$ cat config.mk
export PLATFORM = sky130hd
export DESIGN_NAME = xcode_tx_sched
export DESIGN_NICKNAME = d
export VERILOG_FILES = /design/src/rtl/xcg_pkg.sv /design/src/rtl/xcg_level_mon.sv /design/src/rtl/xcg_seq.sv /design/src/rtl/xcg_code_sel.sv /design/src/rtl/xcode_tx_sched.sv
export SDC_FILE = /design/constraint.sdc
export NUM_CORES = 1
export LEC_CHECK = 0
export BUFFER_PORTS_ARGS = -buffer_cell sky130_fd_sc_hd__buf_2
export CAP_MARGIN = 20
export CORE_MARGIN = 2
export CORE_UTILIZATION = 44
export CTS_BUF_LIST = sky130_fd_sc_hd__clkbuf_4 sky130_fd_sc_hd__clkbuf_8
export CTS_CLUSTER_SIZE = 10
export DETAILED_ROUTE_END_ITERATION = 16
export GPL_ROUTABILITY_DRIVEN = 0
export HOLD_SLACK_MARGIN = 0.05
export PLACE_DENSITY = 0.88
export SYNTH_ARGS = -nofsm -noshare
export SYNTH_HDL_FRONTEND = slang
export SYNTH_HIERARCHICAL = 1
export SYNTH_SLANG_ARGS = --single-unit
$ cat constraint.sdc
create_clock -name clk -period 1.9 [get_ports clk]
set_input_delay 0.095 -clock clk [delete_from_list [all_inputs] [get_ports clk]]
set_output_delay 0.095 -clock clk [all_outputs]
set_load 0.1 [all_outputs]
$ cat src/rtl/xcg_pkg.sv
package xcg_pkg;

  typedef enum logic {
    KIND_XON  = 1'b0,
    KIND_XOFF = 1'b1
  } code_kind_e;

  // upper step of the selectable trigger ladder
  function automatic int step_hi(input logic [1:0] sel, input int depth);
    case (sel)
      2'd0:    return depth / 8;
      2'd1:    return depth / 4;
      2'd2:    return depth - depth / 8;
      default: return depth - depth / 16;
    endcase
  endfunction

  // resume point of the ladder: half of the upper step
  function automatic int step_lo(input logic [1:0] sel, input int depth);
    return step_hi(sel, depth) / 2;
  endfunction

  // keep 5..8 low bits
  function automatic logic [7:0] len_mask(input logic [1:0] wl);
    return 8'hFF >> (2'd3 - wl);
  endfunction

endpackage

$ cat src/rtl/xcg_level_mon.sv
module xcg_level_mon #(
  parameter int DEPTH = 64,
  parameter int LVL_W = 7
) (
  input  logic             clk,
  input  logic             rst_n,
  input  logic             en,
  input  logic [LVL_W-1:0] rx_level,
  input  logic [LVL_W-1:0] halt_th,
  input  logic [LVL_W-1:0] resume_th,
  input  logic             use_trig,
  input  logic [1:0]       trig_sel,
  output logic             xoff_q,
  output logic             ev_halt,
  output logic             ev_resume
);
  import xcg_pkg::*;

  int  lvl;
  logic over_halt, under_resume;

  always_comb begin
    lvl = int'(rx_level);
    if (use_trig) begin
      over_halt    = lvl > step_hi(trig_sel, DEPTH);
      under_resume = lvl < step_lo(trig_sel, DEPTH);
    end else begin
      over_halt    = lvl > int'(halt_th);
      under_resume = lvl <= int'(resume_th);
    end
    ev_halt   = en && !xoff_q && over_halt;
    ev_resume = en && xoff_q && under_resume;
  end

  always_ff @(posedge clk or negedge rst_n) begin
    if (!rst_n)         xoff_q <= 1'b0;
    else if (!en)       xoff_q <= 1'b0;
    else if (ev_halt)   xoff_q <= 1'b1;
    else if (ev_resume) xoff_q <= 1'b0;
  end

endmodule

$ cat src/rtl/xcg_seq.sv
module xcg_seq (
  input  logic                clk,
  input  logic                rst_n,
  input  logic                en,
  input  logic                pair_mode,
  input  logic                ev_halt,
  input  logic                ev_resume,
  input  logic                accept,
  output logic                pend,
  output xcg_pkg::code_kind_e kind,
  output logic                idx
);
  import xcg_pkg::*;

  logic       requeue, n_requeue, n_pend, n_idx;
  code_kind_e rq_kind, n_rq_kind, n_kind, ev_kind;

  always_comb begin
    n_pend    = pend;
    n_kind    = kind;
    n_idx     = idx;
    n_requeue = requeue;
    n_rq_kind = rq_kind;
    ev_kind   = ev_halt ? KIND_XOFF : KIND_XON;

    if (accept && pend) begin
      if (pair_mode && !idx) begin
        n_idx = 1'b1;
      end else begin
        n_pend    = requeue;
        n_kind    = rq_kind;
        n_idx     = 1'b0;
        n_requeue = 1'b0;
      end
    end

    if (ev_halt || ev_resume) begin
      if (n_pend && n_idx) begin
        // second byte of a pair still owed: run the new event afterwards
        n_requeue = 1'b1;
        n_rq_kind = ev_kind;
      end else begin
        n_pend = 1'b1;
        n_kind = ev_kind;
        n_idx  = 1'b0;
      end
    end

    if (!en) begin
      n_pend    = 1'b0;
      n_idx     = 1'b0;
      n_requeue = 1'b0;
    end
  end

  always_ff @(posedge clk or negedge rst_n) begin
    if (!rst_n) begin
      pend    <= 1'b0;
      kind    <= KIND_XON;
      idx     <= 1'b0;
      requeue <= 1'b0;
      rq_kind <= KIND_XON;
    end else begin
      pend    <= n_pend;
      kind    <= n_kind;
      idx     <= n_idx;
      requeue <= n_requeue;
      rq_kind <= n_rq_kind;
    end
  end

endmodule

$ cat src/rtl/xcg_code_sel.sv
module xcg_code_sel (
  input  logic [1:0]          tx_mode,
  input  logic                idx,
  input  xcg_pkg::code_kind_e kind,
  input  logic [7:0]          xon1,
  input  logic [7:0]          xon2,
  input  logic [7:0]          xoff1,
  input  logic [7:0]          xoff2,
  input  logic [1:0]          word_len,
  output logic [7:0]          code
);
  import xcg_pkg::*;

  logic       use_second;
  logic [7:0] raw;

  always_comb begin
    use_second = (tx_mode == 2'b01) || (tx_mode == 2'b11 && idx);
    if (kind == KIND_XOFF) raw = use_second ? xoff2 : xoff1;
    else                   raw = use_second ? xon2  : xon1;
    code = raw & len_mask(word_len);
  end

endmodule

$ cat src/rtl/xcode_tx_sched.sv
module xcode_tx_sched #(
  parameter  int DEPTH = 64,
  localparam int LVL_W = $clog2(DEPTH + 1)
) (
  input  logic             clk,
  input  logic             rst_n,
  input  logic [LVL_W-1:0] rx_level,
  input  logic [LVL_W-1:0] halt_th,
  input  logic [LVL_W-1:0] resume_th,
  input  logic             use_trig,
  input  logic [1:0]       trig_sel,
  input  logic [1:0]       tx_mode,
  input  logic [7:0]       xon1,
  input  logic [7:0]       xon2,
  input  logic [7:0]       xoff1,
  input  logic [7:0]       xoff2,
  input  logic [1:0]       word_len,
  input  logic             tx_ready,
  output logic             inj_valid,
  output logic [7:0]       inj_code,
  output logic             fifo_go
);
  import xcg_pkg::*;

  // named internal events, visible to the bound checker
  logic       en, pair_mode, accept;
  logic       xoff_state, ev_halt, ev_resume;
  logic       pend, seq_idx;
  code_kind_e pend_kind;

  assign en        = |tx_mode;
  assign pair_mode = &tx_mode;
  assign accept    = tx_ready && pend;

  xcg_level_mon #(.DEPTH(DEPTH), .LVL_W(LVL_W)) mon_i (
    .clk(clk), .rst_n(rst_n), .en(en), .rx_level(rx_level),
    .halt_th(halt_th), .resume_th(resume_th), .use_trig(use_trig),
    .trig_sel(trig_sel), .xoff_q(xoff_state), .ev_halt(ev_halt),
    .ev_resume(ev_resume)
  );

  xcg_seq seq_i (
    .clk(clk), .rst_n(rst_n), .en(en), .pair_mode(pair_mode),
    .ev_halt(ev_halt), .ev_resume(ev_resume), .accept(accept),
    .pend(pend), .kind(pend_kind), .idx(seq_idx)
  );

  xcg_code_sel sel_i (
    .tx_mode(tx_mode), .idx(seq_idx), .kind(pend_kind),
    .xon1(xon1), .xon2(xon2), .xoff1(xoff1), .xoff2(xoff2),
    .word_len(word_len), .code(inj_code)
  );

  assign inj_valid = pend;
  assign fifo_go   = tx_ready && !pend;

endmodule

# After elaboration in Yosys (flattened, before gate mapping)
# Cells that the tools add are included.
[totals]
ff_bits = 6
inputBits = 63
[classes]
add_sub_neg = 2
bitwise_logic = 2
n_reduce_logical = 19
shift = 1
n_mux = 30
order_cmp = 4
n_eq_ne = 5
[op_table]
columns = ["op", "n"]
rows = [
  ["adder 32 x 1 -> 32 bit", 1],
  ["> comparator 8 x 32 -> 1 bit", 1],
  ["< comparator 8 x 32 -> 1 bit", 1],
  ["two-way mux 32 bit", 1],
  ["two-way mux 1 bit", 25],
  ["two-way mux 8 bit", 3],
  ["case mux 6 bit (3 select lines)", 1],
  ["logical AND 1 bit", 10],
  ["bitwise AND 8 bit", 1],
  ["right shift 8 x 2 -> 8 bit, first input constant", 1],
  ["> comparator 7 bit", 1],
  ["<= comparator 7 bit", 1],
  ["equality test 2 x 1 -> 1 bit, second input constant", 2],
  ["equality test 2 bit, second input constant", 2],
  ["AND reduction 2 bit", 2],
  ["zero test 1 bit", 3],
  ["inequality test 3 x 1 -> 1 bit, second input constant", 1],
  ["zero test 2 bit", 1],
  ["logical OR 1 bit", 2],
  ["OR reduction 2 bit", 1],
  ["subtractor 2 bit, first input constant", 1],
  ["bitwise AND 1 bit", 1],
]

# Logic depth before layout (Yosys ltp)
# Gate-level depths: netlist of run 1.
[logic_depth]
ltp_word = 11
depth_mapped = 9
ltp_nobuf = 9

# By module
# The synthesis of run 1 kept the hierarchy.
[by_module_without_submodules]
columns = ["module", "area_each_um2", "seq_area_each_um2", "instances", "cells_each"]
rows = [
  ["xcg_level_mon", 609.3, 25.0, 1, 81],
  ["xcg_seq", 265.3, 125.1, 1, 25],
  ["xcg_code_sel", 261.5, 0.0, 1, 23],
  ["xcode_tx_sched", 26.3, 0.0, 1, 4],
]

# Worst setup path before layout of run 1
# OpenSTA, ideal clock, no wires.
[synth_timing]
path_kind = "register -> output"
startpoint = "register seq_i.kind"
endpoint = "output port inj_code[5]"
setup_slack_ps = -1158
n_path_buf = 1
t_arrival_ps = 2963
path_stages_with_launch = 4
path_cell_list = "dfrtp_1 -> buf_4 -> mux2i_1 -> a211oi_1"
[synth_via]
elab_chain_len = 2
[synth_lines]
columns = ["item", "line_no", "text"]
rows = [
  ["from (decl)", "xcg_seq.sv:10", "output xcg_pkg::code_kind_e kind,"],
  ["from (signal assigned)", "xcg_seq.sv:65", "kind <= n_kind;"],
  ["two-way mux 8 bit", "xcg_code_sel.sv:19", "if (kind == KIND_XOFF) raw = use_second ? xoff2 : xoff1;"],
  ["bitwise AND 8 bit", "xcg_code_sel.sv:21", "code = raw & len_mask(word_len);"],
  ["to (decl)", "xcode_tx_sched.sv:20", "output logic [7:0] inj_code,"],
]
# Every way passes these cells.

# Worst setup path in the final report of run 1
[layout_timing]
startpoint = "register seq_i.idx"
endpoint = "output port inj_code[1]"
[layout_via]
elab_chain_len = 5
[layout_lines]
columns = ["item", "line_no", "text"]
rows = [
  ["from (decl)", "xcg_seq.sv:11", "output logic idx"],
  ["from (signal assigned)", "xcg_seq.sv:66", "idx <= n_idx;"],
  ["logical AND 1 bit (*)", "xcg_code_sel.sv:18", "use_second = (tx_mode == 2'b01) || (tx_mode == 2'b11 && idx);"],
  ["logical OR 1 bit (*)", "xcg_code_sel.sv:18", ""],
  ["two-way mux 8 bit, on equally long branches", "xcg_code_sel.sv:20, xcg_code_sel.sv:19", ""],
  ["two-way mux 8 bit (*)", "xcg_code_sel.sv:19", ""],
  ["bitwise AND 8 bit (*)", "xcg_code_sel.sv:21", ""],
]
# Mark *: on every way between the ends. The rest lies on a longest branch, timed or not.

==> flow_results.org, run 1 <==
** Routing
- Wires add up to roughly 3500 µm.
- After detailed routing, the average wire length per cell comes to roughly 14 µm.
- Detailed Routing Iterations Pass 1 :: 4
- DRC viols :: 0
- Antenna-violating nets left :: 0
- Via count :: 1,352
- DR iter-0 viols :: 56
- Using the TritonRoute via totals, the vias-per-cell ratio works out to 5.587.

** Timing
- Final Slew Violations :: 0
- The final critical path takes up 97.04% of the cycle.
- The number of endpoints with negative hold slack in the final report was 0.
- Final critical delay including setup and external delays :: between 1.5 and 2 ns
- Setup repair after global routing left no endpoint under its margin.
- Setup skew after layout :: 0.007829 ns
- Final sum of negative setup slack :: 0 ns
- Slew HR :: 67.91%
- Setup violations remaining at the end of the flow were counted as 0.
- Max Fclk :: 542.4 MHz
- Tightest Pin Transition :: 0.4847 ns

** Clock network
- H-tree level count :: 1
- TritonCTS built the clock tree.
- Clock latency on the worst-skew pair, taken at its later pin, is 0.25 ns.
- No sink is reached through more buffers than the 2 on the longest clock path.
- After clock tree synthesis, the clock-pin slew on the worst setup and hold paths is 0.05 ns.
- In this run the post-CTS setup repair buffer count came out at 0.
- Num CTS Buffers :: 3
- Sink count of the clock tree :: 6
- In this run the clock root is driven by a sky130_fd_sc_hd__clkbuf_4.

** Global routing
- Aggregate global-route resource usage :: 22.15%
- Pin count of the biggest net entering global routing :: 11
- The initial antenna violation count is 0.
- The first global-routing pass estimated 5513 µm of wire.
- Vias in the first global route :: about 1,300
- After global routing the overflow that remains totals 0.

** Finish
- Diodes inserted :: 0
- Share of final-layout standard cells stronger than drive strength 1 :: between 40% and 50%
- Fill cells in the final layout number 219.
- Seq. cell area :: 151.4 µm²
- Signed area change from the synthesized netlist to the final layout :: 44.78%
- After the last flow step, the layout net total stands at 293.
- Summing all non-filler instances in the final layout gives an area of about 1700 µm².
- The multi-input combinational cells in the finished layout cover a total of 964.7 µm².
- The library cell used most frequently in the layout, excluding fill and tap cells, is sky130_fd_sc_hd__buf_2.
- The library cells used most frequently in the layout, excluding fill and tap cells, are 65 x sky130_fd_sc_hd__buf_2, 17 x sky130_fd_sc_hd__inv_1, 17 x sky130_fd_sc_hd__ha_1, 8 x sky130_fd_sc_hd__buf_4, 7 x sky130_fd_sc_hd__o21ai_0.

** Status
- Result of the run :: finished, final reports clean

** Critical path
- STA puts the critical path data arrival time at 1.75 ns.
- Endpoint of the worst register-to-register path :: seq_i/rq_kind
- The worst setup path is launched from a flop.
- Measured in cells, the most critical reg-to-reg path has a length of 4.
- Cells along the critical path :: nand2b_4, nand2_4, mux4_2, buf_4
- Critical setup path kind :: flop to output pin
- Slack of the worst reg-to-reg path :: 0.40 ns
- The worst setup path is captured at an output pin.
- Crit Path Max Fanout :: 5
- Cell with the largest stage delay on the worst path :: sky130_fd_sc_hd__mux4_2
- Worst reg2reg startpoint :: seq_i/pend
- At the worst endpoint, the required time is 1.80 ns.
- Longest individual stage delay on the worst path :: 0.52 ns

** Pwr
- Largest voltage drop on the vdd net :: about 1.1 mV
- Power per Cell Area :: ~800 nW/µm²
- Leak :: 0.8836 nW

** Flow run
- Max-cap violations :: 0

** Floorplan
- In this run the standard cell core region covers 2500 µm².
- Std-Cell Rows :: 18
- The die covers 3069 µm².
- For this configuration, the core starts out at a cell density of 46.50%.
- Measured along the x axis, the die boundary spans 55.40 µm.
- 73 I/O pins were placed.
- The floorplan step set the die height to 55.40 µm.

** Synthesis
- Share of async-settable or async-resettable flops after synthesis :: 100.0%
- A synthesized cell averages between 8 and 9 µm².
- Nets in the synthesized netlist :: roughly 210
- Syn Inst Count :: approximately 130
- Synth Register Bits :: 6
- Number of enable flip-flop cells after synthesis :: 0
- After synthesis the cells add up to 1162 µm².
- Primary FF master, synth :: sky130_fd_sc_hd__dfrtp_1
- Yosys printed 6 warnings.
- Number of distinct standard cells referenced by the synthesized netlist :: 49
- Sequential elements use 12.92% of the synthesized area.

** Hold path
- Hold crit path type :: input pin to async pin

** Placed design
- DP Wirelength :: 2926 µm
- Placed standard-cell area :: approximately 1600 µm²
- Count of buffers from port buffering :: 72
-- kinds of logic (layout without fill, tap and decap cells) --
| group | count (synthesis) | count (layout) | share of synthesized area (%) |
|---|---|---|---|
| compound gates | 33 | 33 | 20.78 |
| buf+inv | 18 | 97 | 6.136 |
| fa+ha+maj | 17 | 17 | 18.30 |
| simple gates | 50 | 50 | 28.63 |
| flops | 6 | 6 | 12.92 |
| mux | 9 | 9 | 13.24 |
-- power by group --
group | switching [mW] | total (mW) | internal, mW
sequential | 0.0588 | 0.225 | 0.167
combinational | 0.641 | 0.977 | 0.335
clock | 0.0510 | 0.145 | 0.0941
-- area by class of cell --
class	count	area share, %
Timing Repair Buffer	76	25.87
Sequential cell	6	8.996
Tap cell	30	2.230
Multi-Input combinational cell	109	57.32
Clock buffer	4	1.784
Inverter	17	3.792
-- sequential cells by signal (all words and copies together) (netlist names) --
| register | flops |
|---|---|
| seq_i/requeue | 1 |
| seq_i/pend | 1 |
| seq_i/rq_kind | 1 |
| mon_i/xoff_q | 1 |
| seq_i/idx | 1 |
| seq_i/kind | 1 |
-- worst max-delay path: cells and delay by family (launching register included) --
family	cells	cell delay, ns
multiplexers	1	0.52
flip-flops	1	0.41
AND/OR/NAND/NOR	2	0.31
buffers and inverters	1	0.25
-- stage by stage --
stage	cells	power, mW	setup WS (ns)	hold WS, ns	utilization [%]
floorplan	133	0.9411	-0.2338	-0.2006	-
global placement	237	1.155	0.0002354	-0.07536	64.76
finish	242	1.347	0.05632	0.2073	67.32
CTS	242	1.321	0.007019	0.2116	66.37
global route	242	1.414	0.01700	0.2397	67.32
detailed placement	237	1.171	-0.09047	-0.07434	64.76
-- routing by layer --
layer	vias up	share of wire (%)	routed length, µm	track usage [%]
met1	611	35	1234	21.68
met3	6	8.5	297	4.450
met5	-	0	0	0
met4	0	1.1	39	7.317
met2	67	55	1909	44.90
li1	668	-	-	-
-- how the worst max path moves through the flow --
stage / startpoint / end / depth (start not counted)
floorplan: seq_i/idx / inj_code[5] / 3
CTS: seq_i/idx / inj_code[1] / 4
global placement: trig_sel[1] / seq_i/idx / 9
global route: seq_i/idx / inj_code[3] / 4
finish: seq_i/idx / inj_code[1] / 4
detailed placement: trig_sel[1] / seq_i/idx / 9
-- cell usage after synthesis, types with 4 or more instances --
cell,n,share of area (%)
sky130_fd_sc_hd__dfrtp_1,6,13
sky130_fd_sc_hd__a211oi_1,4,2.6
sky130_fd_sc_hd__nor2b_1,5,2.7
sky130_fd_sc_hd__nand2_1,6,1.9
sky130_fd_sc_hd__nor4b_1,4,3.0
sky130_fd_sc_hd__inv_1,17,5.5
sky130_fd_sc_hd__nor2_1,4,1.3
sky130_fd_sc_hd__ha_1,17,18
sky130_fd_sc_hd__nand3_1,6,2.6
sky130_fd_sc_hd__a21oi_1,4,1.7
sky130_fd_sc_hd__o21ai_0,7,3.0
sky130_fd_sc_hd__mux4_2,5,9.7
-- timing repair --
action                                 in CTS  in global routing
setup endpoints to repair                   0                  6
endpoints found under the hold margin       6                  0
hold buffers                                1                  0
resized for setup                           0                 12
(Power assumes the default switching activity.)
==> run 2, diff against run 1 <==
--- a/config.mk
+++ b/config.mk
@@ -15,7 +15,6 @@
 export GPL_ROUTABILITY_DRIVEN = 0
 export HOLD_SLACK_MARGIN = 0.05
-export PLACE_DENSITY = 0.88
+export PLACE_DENSITY = 0.89
 export SYNTH_ARGS = -nofsm -noshare
 export SYNTH_HDL_FRONTEND = slang
-export SYNTH_HIERARCHICAL = 1
 export SYNTH_SLANG_ARGS = --single-unit
==> constraint.sdc (replaced) <==
create_clock -name clk -period 1.9 [get_ports clk]
set_input_delay 0.285 -clock clk [delete_from_list [all_inputs] [get_ports clk]]
set_output_delay 0.285 -clock clk [all_outputs]
set_load 0.1 [all_outputs]
==> flow_results.org, run 2 <==
** Status
- Result of the run :: finished with violations
- Violated checks :: setup timing

** Synthesis
- Yosys instantiated no cell more often than sky130_fd_sc_hd__inv_1.
- After synthesis, the mean cell area works out to 8.808 µm².
- Area share of the largest cell type after synthesis :: between 10% and 20%
- Nets in the synthesized netlist :: 206
- Ranked by total cell area, the synthesized netlist is headed by sky130_fd_sc_hd__ha_1 18%, sky130_fd_sc_hd__mux4_2 14%, sky130_fd_sc_hd__dfrtp_1 13%.
- Syn Inst Count :: 127
- Ranked by instance count, the synthesized netlist is headed by 17 x sky130_fd_sc_hd__inv_1, 16 x sky130_fd_sc_hd__ha_1, 10 x sky130_fd_sc_hd__nor2_1, 7 x sky130_fd_sc_hd__mux4_2, 7 x sky130_fd_sc_hd__nand2_1.
- In the synthesized netlist the dominant register cell turns out to be sky130_fd_sc_hd__dfrtp_1.
- In this run, synthesis produced a sequential element count of 6.
- Number of distinct standard cells referenced by the synthesized netlist :: 43
- Warning count from the yosys run :: 0
- Sequential cells were found to cover 13.42% of the synthesized design area.
- Cell type with the highest aggregate area in the netlist :: sky130_fd_sc_hd__ha_1
- In this run, synthesis inferred 0 flip-flops with an integrated enable.
- Cell Area, Synth :: between 1000 and 1500 µm²
- Share of async-settable or async-resettable flops after synthesis :: 100.0%

** Timing
- Smallest setup slack after layout :: -0.2342 ns
- Setup repair after global routing could not meet its margin everywhere.
- Measured against its own limit, the worst slew margin works out to 67.65%.
- Period utilisation layout :: 112.3%
- Total count of hold-check failures in the final report :: 0
- Tightest Pin Transition :: slightly below 0.5 ns
- Final critical delay including setup and external delays :: about 2.1 ns
- Final sum of negative setup slack :: -1.379 ns
- Max Fclk :: 468.6 MHz
- Setup skew after layout :: 0.001162 ns
- Setup violations remaining at the end of the flow were counted as 8.
- The number of max-slew violations in the final report is 0.

** Clock network
- Clock tree synthesis selected as its root buffer the cell sky130_fd_sc_hd__clkbuf_4.
- The tree built by TritonCTS fans out to 6 sinks.
- TritonCTS clock tree :: built
- At the later pin of the worst-skew pair, clock insertion delay measures between 0.2 and 0.3 ns.
- H-tree level count :: 1
- Maximum count of clock buffers along a single path :: 2
- After clock tree synthesis, the clock-pin slew on the worst setup and hold paths is 0.05 ns.
- Clock tree synthesis inserted a total of 3 buffers.

** Pwr
- Net switching share of the total power :: 53.91%
- Part of the total power dissipated in combinational logic :: 75.8%
- The share of total power dissipated in sequential elements is ~16%.
- Switching power :: roughly 920 µW
- Dividing total power by cell area gives a power density of roughly 950 nW/µm².
- For this design the static power due to leakage is 0.9395 nW.
- Cell internal power was estimated by the tool at 788.2 µW.
- The share of total power dissipated in the clock network is around 8.7%.
- Largest voltage drop on the vdd net :: between 1 and 1.5 mV

** Critical path
- In this design, the stage delay of the slowest critical-path cell is 0.54 ns.
- The critical path in this run is classified as flop to output pin.
- Data arrival time at the worst-slack endpoint :: approximately 1.9 ns
- At the worst endpoint, the required time is 1.62 ns.
- Cells along the critical path :: nor2b_2, nand2b_4, mux4_2, o21a_4, buf_12
- Of all nets on the critical path, the largest fanout is 6.
- The worst setup path is captured at an output pin.
- Timing startpoint of the critical path :: seq_i.idx
- Worst reg2reg startpoint :: seq_i.idx
- Crit path launch type :: flop
- Cell with the largest stage delay on the worst path :: sky130_fd_sc_hd__mux4_2

** Floorplan
- The floorplan step defined a core boundary enclosing approximately 2400 µm².
- The die is between 50 and 60 µm wide.
- Total I/O pin count :: between 70 and 80
- The die is 54.42 µm tall.
- After floorplanning, the core was divided into 18 placement rows.
- Once the floorplan was initialized, standard cells occupied 45.99% of the core.
- Area of the die :: 2962 µm²

** Global routing
- Entering global routing, the biggest net connects 11 pins.
- The number of global-route vias before repair is 1,336.
- Aggregate global-route resource usage :: between 20% and 30%
- First-pass GRT wire length :: between 5000 and 6000 µm
- The total overflow left after global routing is 0.
- The initial antenna violation count was 0.

** Finish
- Most frequent standard cell in the layout excluding fill and tap cells :: sky130_fd_sc_hd__buf_2
- Signed area change from the synthesized netlist to the final layout :: 60.74%
- Final layout net count :: around 300
- 0 antenna diodes ended up in the layout.
- Of the cells placed in the final design, the portion with a size suffix greater than 1 is 52.09%.
- Commonest cells after routing, fill and taps aside :: 64 x sky130_fd_sc_hd__buf_2, 17 x sky130_fd_sc_hd__inv_1, 16 x sky130_fd_sc_hd__ha_1, 12 x sky130_fd_sc_hd__buf_4, 9 x sky130_fd_sc_hd__nor2_1

** Routing
- DRC viols :: 0
- After the first detailed-routing iteration, the DRC count stood at 7.
- Routed vias/inst :: 5.461
- Total detailed-routing wirelength :: 3505 µm
- Detailed Routing Iterations Pass 1 :: 4
- Routed wire length per instance :: 14.31 µm
- The count of nets left with antenna violations once routing finished came out at 0.
- The routed layout has around 1,300 vias.

** Placed design
- After legalization and detailed placement, the total HPWL measured 2846 µm.
- Before CTS, the worst setup slack after placement is -0.1924 ns.
- Port buffering added 72 buffers.

** Flow run
- The tool flagged a number of max-cap violations equal to 0.

** Hold path
- The tightest min-delay check is of the input pin to async pin type.
[run 2: cell count changes in the layout (fill, tap and decap cells not counted), sizes merged, moves of 3 or more]
cell   before  now
nor3        3    0
and2        4    1
nor2        4   10
nor2b       6    3
nor4b       4    0
buf        75   86
[run 2: worst paths after layout]
| path | slack [ns] | to | cells after the start |
|---|---|---|---|
| setup reg to reg | 0.24 | seq_i.requeue | 8 |
| max in group asynchronous | 1.34 | seq_i.pend | 2 |
| hold / removal | 0.40 | seq_i.idx | 2 |
| min in group clk | 0.46 | mon_i.xoff_q | 4 |
| hold reg to reg | 0.51 | seq_i.rq_kind | 2 |
| setup / recovery | -0.23 | inj_code[5] | 5 |
[run 2: power by group through the flow]
stage	clock, mW	combinational [mW]	sequential [mW]
floorplan	0	0.863	0.264
global placement	0	1.14	0.252
detailed placement	0	1.17	0.256
CTS	0.151	1.29	0.262
global route	0.164	1.37	0.273
finish	0.149	1.30	0.265
[run 2: worst max-delay path: cells and delay by family, from the launching register on]
family                 cells  cell delay, ns
AND/OR/NAND/NOR            2            0.36
buffers and inverters      1            0.16
AO/OA/AOI/OAI              1            0.15
flip-flops                 1            0.38
multiplexers               1            0.54
[run 2: kinds of logic after synthesis]
logic type | synth area share, %
AND/OR/NAND/NOR | 20.58
AO/OA/AOI/OAI | 23.04
buffers and inverters | 7.382
adder cells (fa/ha/maj) | 17.90
multiplexers | 16.89
flip-flops | 13.42
XOR/XNOR | 0.7831
[run 2: routing by layer]
layer | track usage, % | vias up | share of wire, %
li1 | - | 664 | -
met1 | 23.67 | 611 | 38
met2 | 54.02 | 59 | 54
met5 | 0 | - | 0
met4 | 3.750 | 0 | 0.51
met3 | 4.372 | 4 | 7.4
[run 2: final cells by class]
cell class | count | area (µm²)
multi-input cells | 101 | 937.1
fillers | 190 | 634.4
repair buffers | 87 | 576.8
flip-flops and latches | 6 | 152.6
inverters | 17 | 63.81
well taps | 30 | 37.54
clock buffers | 4 | 30.03
[run 2: timing repair]
item,in CTS,in global routing
hold endpoints to repair,6,0
pin swaps,2,1
endpoints found under the setup margin,8,8
hold buffers,1,0
buffers inserted,1,2
gates resized for setup,23,0
[run 2: metrics by stage]
| stage | instance area (µm²) | utilization [%] | power (mW) | hold WS [ns] | instances |
|---|---|---|---|---|---|
| after detailed placement | 1668 | 68.57 | 1.421 | 0.1194 | 238 |
| final | 1798 | 73.92 | 1.710 | 0.3985 | 245 |
| after global placement | 1668 | 68.57 | 1.391 | 0.1179 | 238 |
| after floorplan | 1160 | - | 1.127 | -0.01059 | 127 |
| after CTS | 1798 | 73.92 | 1.699 | 0.4014 | 244 |
| after global routing | 1798 | 73.92 | 1.804 | 0.3992 | 245 |
==> run 3, diff against run 2 <==
- CORE_MARGIN: 2 -> 10
==> flow_results.org, run 3 (synthesized netlist as in run 2, its figures left out) <==
** Status
- Result of the run :: finished with violations
- The checks that failed: setup timing.

** Pwr
- Across the VDD grid, the largest voltage drop is 1.021 mV.
- Power per Cell Area :: ~950 nW/µm²
- Overall power consumption after layout is estimated at approximately 1.7 mW.
- The analysis attributes to cell leakage a power of between 0.9 and 1 nW.

** Clock network
- Root buffer cell :: sky130_fd_sc_hd__clkbuf_4
- Num CTS Buffers :: 3
- The tree built by TritonCTS fans out to 6 sinks.
- CTS built an H-tree with a depth of 1.
- Maximum count of clock buffers along a single path :: 2
- At the later pin of the worst-skew pair, clock insertion delay measures 0.24 ns.
- TritonCTS built the clock tree.
- After clock tree synthesis, the clock-pin slew on the worst setup and hold paths is 0.05 ns.

** Global routing
- Summed over all layers, the global routing overflow is 0.
- Pin count of the biggest net entering global routing :: 11
- Vias in the first global route :: 1,369
- The first global-routing pass estimated roughly 6400 µm of wire.
- Global routing consumed, over all layers together, 15.23% of the routing resources.
- Initial antenna violation count :: 0

** Critical path
- Slack of the worst reg-to-reg path :: 0.25 ns
- Walking the worst path, the cells encountered are nor2b_2, nand2b_4, buf_6, mux4_2, buf_12.
- On the worst path, the slowest cell contributes a delay of ~0.54 ns.
- Endpoint of the worst register-to-register path :: seq_i.requeue
- Critical setup path kind :: flop to output pin
- Cell with the largest stage delay on the worst path :: sky130_fd_sc_hd__mux4_2
- Data required time at the worst endpoint :: ~1.6 ns
- The startpoint identified for the worst register-to-register timing path is seq_i.idx.
- For the worst flop-to-flop path, the logic depth is 8.
- In this run the worst path has a maximum fanout of 5.
- The worst setup path is launched from a flop.
- Data arrival time at the worst-slack endpoint :: 1.81 ns
- STA classifies the critical path endpoint as an output pin.

** Placed design
- The count of buffers added on input and output ports is 72.
- Before CTS, the worst setup slack after placement is -0.2006 ns.
- Detailed placement finished with a half-perimeter wire length of 3422 µm.
- Count of placed standard cells including taps :: about 240

** Routing
- DRC viols :: 0
- Detailed Routing Iterations Pass 1 :: 4
- Total detailed-routing wirelength :: 4067 µm
- Dividing the detail-routed via count by the number of cells gives 5.423.
- After the first detailed-routing iteration, the DRC count stood at 102.
- Routed wire length per instance :: 16.40 µm
- The detail route stage leaves a number of antenna-violating nets equal to 0.
- Via count :: 1,345

** Floorplan
- Y dimension of the die :: 70.42 µm
- Area of the placeable core :: 2455 µm²
- Std-Cell Rows :: 18
- Total I/O pin count :: between 70 and 80
- The initial utilization of the core area, before any placement, comes to approximately 46%.
- Area of the die :: 4959 µm²
- From left edge to right edge, the die measures between 70 and 80 µm.

** Timing
- Tightest Pin Transition :: 0.4981 ns
- Max Fclk :: between 400 and 500 MHz
- Slew HR :: between 60% and 70%
- The clock arrives with 0.004063 ns of skew.
- The routed design could run at a clock period as short as ~2.1 ns.
- The final critical path takes up 110.2% of the cycle.
- Setup violations remaining at the end of the flow were counted as 8.
- Setup total negative slack on the finished layout was measured at -1.124 ns.
- Setup repair after global routing missed its margin :: yes
- The number of endpoints with negative hold slack in the final report was 0.
- Final Slew Violations :: 0
- Smallest setup slack after layout :: -0.1940 ns

** Finish
- The finished layout holds 248 standard cells, fillers aside.
- Leaving out fill and tap cells, the most frequent cell in the layout is sky130_fd_sc_hd__buf_2.
- Commonest cells after routing, fill and taps aside :: 64 x sky130_fd_sc_hd__buf_2, 17 x sky130_fd_sc_hd__inv_1, 16 x sky130_fd_sc_hd__ha_1, 16 x sky130_fd_sc_hd__buf_4, 9 x sky130_fd_sc_hd__nor2_1
- In the final layout, the share of cells above drive strength 1 is 52.75%.
- Final layout net count :: 298
- Diodes inserted :: 0
- From synthesis to final layout, the design area changed by 62.42%.
- Counting the fill cells in the layout gives 166.

** Hold path
- The min-delay analysis places its worst path in the category input pin to async pin.

** Flow run
- Max-cap violations in this run came to 0.
[run 3: power breakdown]
group	leakage (nW)	switching (mW)	total [mW]	internal, mW
logic	0.865	0.794	1.33	0.536
registers	0.0688	0.0800	0.263	0.183
clock network	0.0184	0.0442	0.138	0.0937
[run 3: repair_timing]
item / 4_1_cts / 5_1_grt
pin swaps: 1 / 0
gates resized for setup: 23 / 1
hold buffers: 1 / 0
setup buffers: 2 / 2
endpoints found under the setup margin: 8 / 8
endpoints found under the hold margin: 6 / 0
[run 3: worst max path at each step]
stage,startpoint,to,slack [ns],cells past startpoint
floorplan,seq_i.idx,inj_code[7],-0.26,6
global placement,tx_mode[1],inj_code[0],-0.12,6
detailed placement,tx_mode[1],inj_code[3],-0.20,6
CTS,seq_i.idx,inj_code[3],-0.18,5
global route,seq_i.idx,inj_code[3],-0.27,5
finish,seq_i.idx,inj_code[3],-0.19,5
[run 3: critical path, delay by kind of cell, from the launching register on]
| family | cells | cell delay [ns] |
|---|---|---|
| mux | 1 | 0.54 |
| flops | 1 | 0.38 |
| simple gates | 2 | 0.32 |
| buf+inv | 2 | 0.32 |
[run 3: layout make-up]
class	count	area, µm²	share of cell area, %
well taps	30	37.54	2.066
multi-input cells	101	937.1	51.58
repair buffers	90	595.6	32.78
flip-flops and latches	6	152.6	8.402
clock buffers	4	30.03	1.653
inverters	17	63.81	3.512
[run 3: per-layer routing]
| layer | vias up | wire, µm | global-route usage (%) |
|---|---|---|---|
| li1 | 669 | - | - |
| met1 | 597 | 1791 | 18.37 |
| met2 | 79 | 1865 | 26.45 |
| met3 | 0 | 410 | 4.379 |
| met4 | 0 | 0 | 1.974 |
| met5 | - | 0 | 0 |
[run 3: through the flow]
stage,hold WS [ns],utilization (%),area (µm²)
2_1_floorplan,-0.01059,-,1160
3_3_place_gp,0.1131,67.74,1663
3_5_place_dp,0.1121,67.74,1663
4_1_cts,0.3955,73.29,1799
5_1_grt,0.3955,74.01,1817
6_report,0.3929,74.01,1817
